===== src/rtl/sram_seq_pkg.sv =====
package sram_seq_pkg;

  typedef enum logic [2:0] {
    SQ_IDLE   = 3'd0,
    SQ_TURN   = 3'd1,
    SQ_WPULSE = 3'd2,
    SQ_WHOLD  = 3'd3,
    SQ_RACC   = 3'd4
  } sq_state_e;

  // whole cycles covering a time in ns, rounded up
  function automatic int unsigned ns_to_cyc(input int unsigned ns, input int unsigned clk_ns);
    return (ns + clk_ns - 1) / clk_ns;
  endfunction

  function automatic int unsigned max_u(input int unsigned a, input int unsigned b);
    return (a > b) ? a : b;
  endfunction

  function automatic int unsigned cnt_width(input int unsigned maxval);
    int unsigned w;
    w = 1;
    while ((1 << w) <= maxval) w++;
    return w;
  endfunction

endpackage


===== src/rtl/sram_seq_timer.sv =====
module sram_seq_timer #(
  parameter int unsigned CW = 4
) (
  input  logic          clk,
  input  logic          rst,
  input  logic          load,
  input  logic [CW-1:0] load_val,
  output logic          zero
);
  logic [CW-1:0] cnt;

  always_ff @(posedge clk) begin
    if (rst)               cnt <= '0;
    else if (load)         cnt <= load_val;
    else if (cnt != '0)    cnt <= cnt - 1'b1;
  end

  assign zero = (cnt == '0);
endmodule


===== src/rtl/sram_seq_fsm.sv =====
module sram_seq_fsm
  import sram_seq_pkg::*;
#(
  parameter int unsigned HZ_CYC = 1,
  parameter int unsigned WE_CYC = 2,
  parameter int unsigned AA_CYC = 2,
  parameter int unsigned CW     = 4
) (
  input  logic          clk,
  input  logic          rst,
  input  logic          req,
  input  logic          req_we,
  input  logic          tmr_zero,
  output sq_state_e     state,
  output logic          tmr_load,
  output logic [CW-1:0] tmr_val,
  output logic          acc_fire,
  output logic          rd_done,
  output logic          wr_start,
  output logic          turn_needed
);
  localparam logic [CW-1:0] HZ_LD = CW'(max_u(HZ_CYC, 1) - 1);
  localparam logic [CW-1:0] WE_LD = CW'(WE_CYC - 1);
  localparam logic [CW-1:0] AA_LD = CW'(AA_CYC - 1);
  localparam bit USE_TURN = (HZ_CYC > 0);

  sq_state_e nxt;
  logic      bus_hot;   // last access was a read, memory may still drive

  assign acc_fire    = (state == SQ_IDLE) && req;
  assign turn_needed = acc_fire && req_we && bus_hot && USE_TURN;
  assign rd_done     = (state == SQ_RACC) && tmr_zero;
  assign wr_start    = (nxt == SQ_WPULSE) && (state != SQ_WPULSE);

  always_comb begin
    nxt      = state;
    tmr_load = 1'b0;
    tmr_val  = '0;
    unique case (state)
      SQ_IDLE: begin
        if (acc_fire) begin
          tmr_load = 1'b1;
          if (!req_we) begin
            nxt     = SQ_RACC;
            tmr_val = AA_LD;
          end else if (turn_needed) begin
            nxt     = SQ_TURN;
            tmr_val = HZ_LD;
          end else begin
            nxt     = SQ_WPULSE;
            tmr_val = WE_LD;
          end
        end
      end
      SQ_TURN: begin
        if (tmr_zero) begin
          nxt      = SQ_WPULSE;
          tmr_load = 1'b1;
          tmr_val  = WE_LD;
        end
      end
      SQ_WPULSE: if (tmr_zero) nxt = SQ_WHOLD;
      SQ_WHOLD:  nxt = SQ_IDLE;
      SQ_RACC:   if (tmr_zero) nxt = SQ_IDLE;
      default:   nxt = SQ_IDLE;
    endcase
  end

  always_ff @(posedge clk) begin
    if (rst) begin
      state   <= SQ_IDLE;
      bus_hot <= 1'b0;
    end else begin
      state <= nxt;
      if (rd_done)                                    bus_hot <= 1'b1;
      else if (state == SQ_WPULSE || wr_start)        bus_hot <= 1'b0;
    end
  end
endmodule


===== src/rtl/sram_seq_datapath.sv =====
module sram_seq_datapath #(
  parameter int unsigned ADDR_W = 20,
  parameter int unsigned DATA_W = 4
) (
  input  logic              clk,
  input  logic              rst,
  input  logic              acc_fire,
  input  logic              rd_done,
  input  logic [ADDR_W-1:0] req_addr,
  input  logic [DATA_W-1:0] req_wdata,
  input  logic [DATA_W-1:0] dq_in,
  output logic [ADDR_W-1:0] addr_q,
  output logic [DATA_W-1:0] wdata_q,
  output logic [DATA_W-1:0] rdata,
  output logic              rvalid
);
  always_ff @(posedge clk) begin
    if (rst) begin
      addr_q  <= '0;
      wdata_q <= '0;
      rdata   <= '0;
      rvalid  <= 1'b0;
    end else begin
      if (acc_fire) begin
        addr_q  <= req_addr;
        wdata_q <= req_wdata;
      end
      rvalid <= rd_done;
      if (rd_done) rdata <= dq_in;
    end
  end
endmodule


===== src/rtl/sram_seq_top.sv =====
module sram_seq_top
  import sram_seq_pkg::*;
#(
  parameter int unsigned ADDR_W    = 20,
  parameter int unsigned DATA_W    = 4,
  parameter int unsigned CLK_NS    = 10,
  parameter int unsigned T_AA_NS   = 10,
  parameter int unsigned T_PWE_NS  = 7,
  parameter int unsigned T_DS_NS   = 5,
  parameter int unsigned T_HZ_NS   = 5,
  parameter int unsigned MARGIN    = 1
) (
  input  logic              clk,
  input  logic              rst,
  input  logic              req,
  input  logic              req_we,
  input  logic [ADDR_W-1:0] req_addr,
  input  logic [DATA_W-1:0] req_wdata,
  output logic              ready,
  output logic [DATA_W-1:0] rdata,
  output logic              rvalid,
  output logic [ADDR_W-1:0] mem_addr,
  output logic              mem_ce_n,
  output logic              mem_oe_n,
  output logic              mem_we_n,
  output logic [DATA_W-1:0] dq_out,
  output logic              dq_oe,
  input  logic [DATA_W-1:0] dq_in
);
  localparam int unsigned HZ_CYC = ns_to_cyc(T_HZ_NS, CLK_NS);
  localparam int unsigned WE_CYC = max_u(ns_to_cyc(T_PWE_NS, CLK_NS),
                                         ns_to_cyc(T_DS_NS, CLK_NS)) + MARGIN;
  localparam int unsigned AA_CYC = ns_to_cyc(T_AA_NS, CLK_NS) + MARGIN;
  localparam int unsigned CW     = cnt_width(max_u(max_u(HZ_CYC, WE_CYC), AA_CYC));

  sq_state_e     state;
  logic          tmr_load, tmr_zero;
  logic [CW-1:0] tmr_val;
  logic          acc_fire, rd_done, wr_start, turn_needed;
  logic [DATA_W-1:0] wdata_q;

  sram_seq_timer #(.CW(CW)) u_timer (
    .clk(clk), .rst(rst), .load(tmr_load), .load_val(tmr_val), .zero(tmr_zero)
  );

  sram_seq_fsm #(
    .HZ_CYC(HZ_CYC), .WE_CYC(WE_CYC), .AA_CYC(AA_CYC), .CW(CW)
  ) u_fsm (
    .clk(clk), .rst(rst), .req(req), .req_we(req_we), .tmr_zero(tmr_zero),
    .state(state), .tmr_load(tmr_load), .tmr_val(tmr_val),
    .acc_fire(acc_fire), .rd_done(rd_done), .wr_start(wr_start),
    .turn_needed(turn_needed)
  );

  sram_seq_datapath #(.ADDR_W(ADDR_W), .DATA_W(DATA_W)) u_dp (
    .clk(clk), .rst(rst), .acc_fire(acc_fire), .rd_done(rd_done),
    .req_addr(req_addr), .req_wdata(req_wdata), .dq_in(dq_in),
    .addr_q(mem_addr), .wdata_q(wdata_q), .rdata(rdata), .rvalid(rvalid)
  );

  // pin levels decoded from the registered state only
  always_comb begin
    ready    = (state == SQ_IDLE);
    mem_ce_n = (state == SQ_IDLE);
    mem_oe_n = (state != SQ_RACC);
    mem_we_n = (state != SQ_WPULSE);
    dq_oe    = (state == SQ_WPULSE) || (state == SQ_WHOLD);
    dq_out   = wdata_q;
  end
endmodule


===== config.mk =====
export PLATFORM = sky130hd
export DESIGN_NAME = sram_seq_top
export DESIGN_NICKNAME = d
export VERILOG_FILES = /design/src/rtl/sram_seq_pkg.sv /design/src/rtl/sram_seq_timer.sv /design/src/rtl/sram_seq_fsm.sv /design/src/rtl/sram_seq_datapath.sv /design/src/rtl/sram_seq_top.sv
export SDC_FILE = /design/constraint.sdc
export NUM_CORES = 1
export LEC_CHECK = 0
export BUFFER_PORTS_ARGS = -buffer_cell sky130_fd_sc_hd__buf_2
export CORE_MARGIN = 3
export CORE_UTILIZATION = 35
export DETAILED_ROUTE_END_ITERATION = 6
export GPL_TIMING_DRIVEN = 0
export HOLD_SLACK_MARGIN = 0.15
export PLACE_DENSITY_LB_ADDON = 0.3
export SYNTH_ARGS = -nofsm -noshare
export SYNTH_HDL_FRONTEND = slang
export SYNTH_SLANG_ARGS = --single-unit
export TNS_END_PERCENT = 30

===== constraint.sdc =====
create_clock -name clk -period 2 [get_ports clk]
set_clock_uncertainty 0.1 [all_clocks]
set_input_delay 0.3 -clock clk [delete_from_list [all_inputs] [get_ports clk]]
set_output_delay 0.3 -clock clk [all_outputs]
set_load 0.005 [all_outputs]

==> results.cfg <==
[status]
outcome = completed

[logic_synthesis]
synth-main-ff-cell = dfxtp_1
avgSynthCellArea_um2 = 8.43
ys_seq_area_share_pct = 50.7
async_flop_share_pct = 0
synth_nets = 197
muxShareOfSynthArea_pct = 2.90
synth-compound-area-share_pct = 12.8
synth_edf_count = 0
yosysWarnings = 0
synth_top_family_by_area = simple AND/OR/NAND/NOR gates
syn_area_mm2 = 0.00138
synth-xor-area-share_pct = 0.633
synth_cell_types = 30
yosys.area_share.simple_pct = 25.4
synth_fa_ha_area_share_pct = 1.63
syn_inst = 164
ys_ff_latch = 35

[clock_network]
clkSinkCount = 35
clock_latency_ns = 0.28
holdBufCountCts = 5
htreeDepth = 2
cts-root-buf = clkbuf_8
cts_tree = done
cts_resized = 0
clk_pin_slew_ns = 0.07
cts_setup_buffers = 0
numCtsBuffers = 5
cts.path.max_buffers = 2

[floorplan]
ios = 66
die_h_um = 68.9
die_w_um = 68.9
start_util_pct = 36.9
core-area_mm2 = 0.00374
rows = 22
die-area_mm2 = 0.00474

[critical_path]
cp-end-kind = output pin
cp_slowest_stage_delay_ns = 0.44
critPathArrivalTime_ns = 1.44
critPathBufInv = 3
cp_top_family = buffers and inverters
cp-start-kind = flip-flop
crit_required_ns = 1.60
path_cells = clkbuf_1 > nor3_1 > buf_4 > buf_2
path_max_fanout = 10
crit_path_top_delay_cell = dfxtp_1
critPathKind = reg -> out

[pwr]
intPower_mw = 1.32
p_leak_nw = 0.917
pwr-share-clk_pct = 29.3
power_density_mw_per_mm2 = 975
p_comb_share_pct = 26.4
switching_share_pct = 28.9
power_frac_seq_pct = 44.3
p_switching_mw = 0.540
vdd_drop_max_v = 0.000568

[placed_design]
dpl_cell_area_mm2 = 0.00176
io_buffers = 64
dp_hpwl_mm = 2.42
gp_congestion = 0.750

[flow_run]
max-cap-violations = 0

[finish]
fill_cells = 395
fin_util_pct = 51.1
final_cell_area_mm2 = 0.00191
fin_nets = 273
syn_to_final_growth_pct = 38.4
final_cell_mix = 70 x buf_2, 49 x nand2_1, 35 x dfxtp_1
antenna_cells = 0
final_common_cell = buf_2
drive_above_1_share_pct = 34.9

[timing]
fin_setup_tns_ns = 0
tightest_slew_ns = 0.494
finalCritPeriodShare_pct = 92.2
whs_ns = 0.157
slew_headroom_pct = 66.9
fmax_ghz = 0.543
finalHoldViolCount = 0
setup_viol = 0
rsz0062_at_grt = no
period_needed_ns = 1.84
maxSlewViolCount = 0

[route]
post_drt_via_cell_ratio = 4.63
first_pass_iters = 4
remaining_drc_errors = 0
route.vias.total = 1337
drt-total-wl_mm = 3.29
ant_nets = 0
wl_per_cell_um = 11.4
drt_iter0_drc = 57

[global_routing]
met2_usage_pct = 20.8
grt_first_pass_wirelength_mm = 4.98
grtUsageTotal_pct = 14.0
grtUsageMet1_pct = 18.6
gr-max-usage-layer = met2
antenna_found_initial = 0
overflow = 0
grt_pass1_vias = 1132
grt_start_max_net_pins = 11
met3_usage_pct = 5.02

[hold_path]
hold_path_class = in -> reg
## state kept, by name (all words and copies together), names as in the netlist
name           count
u_dp.addr_q       20
u_dp.rdata         4
u_dp.rvalid        1
u_dp.wdata_q       4
u_fsm.bus_hot      1
u_fsm.state        3
u_timer.cnt        2
## stage by stage
stage,power [mW],instances,setup WS [ns]
2_1_floorplan,1.16,164,0.434
3_3_place_gp,1.32,276,0.245
3_5_place_dp,1.33,276,0.240
4_1_cts,1.89,289,0.149
5_1_grt,1.98,289,0.0542
6_report,1.86,289,0.157
## worst register-to-register path, delay by kind of cell, from the launching register on
| kind | cells | cell delay [ns] |
|---|---|---|
| buf+inv | 3 | 0.52 |
| simple gates | 2 | 0.28 |
| flops | 1 | 0.37 |
| fa+ha+maj | 1 | 0.18 |
| compound gates | 1 | 0.22 |
## final timing paths
check,from,slack [ns],endpoint,cells past startpoint
worst max-delay path,u_fsm.state[1],0.16,ready,4
worst min-delay path,req_addr[19],0.16,u_dp.addr_q[19],3
worst max register to register,u_timer.cnt[0],0.22,u_fsm.bus_hot,7
worst min register to register,u_dp.addr_q[3],0.35,u_dp.addr_q[3],2
## area by class of cell
class                           instances  area (um2)  area share, %
Sequential cell                        35         701           36.6
Buffer                                 15        71.3           3.73
Tap cell                               48        60.1           3.14
Clock buffer                            8         100           5.23
Timing Repair Buffer                   69         370           19.4
Inverter                                3        11.3          0.589
Multi-Input combinational cell        111         599           31.3
## power by group through the flow
stage | Clock, mW | Sequential, mW | Combinational [mW]
finish | 0.546 | 0.826 | 0.493
global route | 0.582 | 0.834 | 0.562
CTS | 0.564 | 0.826 | 0.498
detailed placement | 0 | 0.841 | 0.489
global placement | 0 | 0.839 | 0.485
floorplan | 0 | 0.843 | 0.313
## Yosys cell counts, drive strengths merged, types with 2 or more instances
cell type | instances | share of area [%]
dfxtp | 35 | 51
nor4b | 2 | 2.4
a21oi | 27 | 9.8
nand2 | 49 | 13
nor2 | 8 | 2.2
nor3 | 3 | 1.4
nor2b | 2 | 0.90
inv | 3 | 0.81
or3b | 2 | 1.3
mux2i | 4 | 2.9
clkbuf | 6 | 1.6
buf | 9 | 3.5
## cell families after synthesis
| group | Yosys count |
|---|---|
| buffers and inverters | 18 |
| AOI/OAI and AO/OA | 32 |
| and+or+nand+nor | 72 |
| DFF | 35 |
| xor gates and xnor gates | 1 |
| adders and majority gates | 2 |
| muxes | 4 |
## per-layer routing
| metal | share of wire, % | vias up |
|---|---|---|
| met5 | 0 | - |
| met4 | 0.49 | 0 |
| met3 | 9.4 | 2 |
| met2 | 43 | 50 |
| met1 | 47 | 591 |
| li1 | - | 694 |
(Power assumes the default switching activity.)
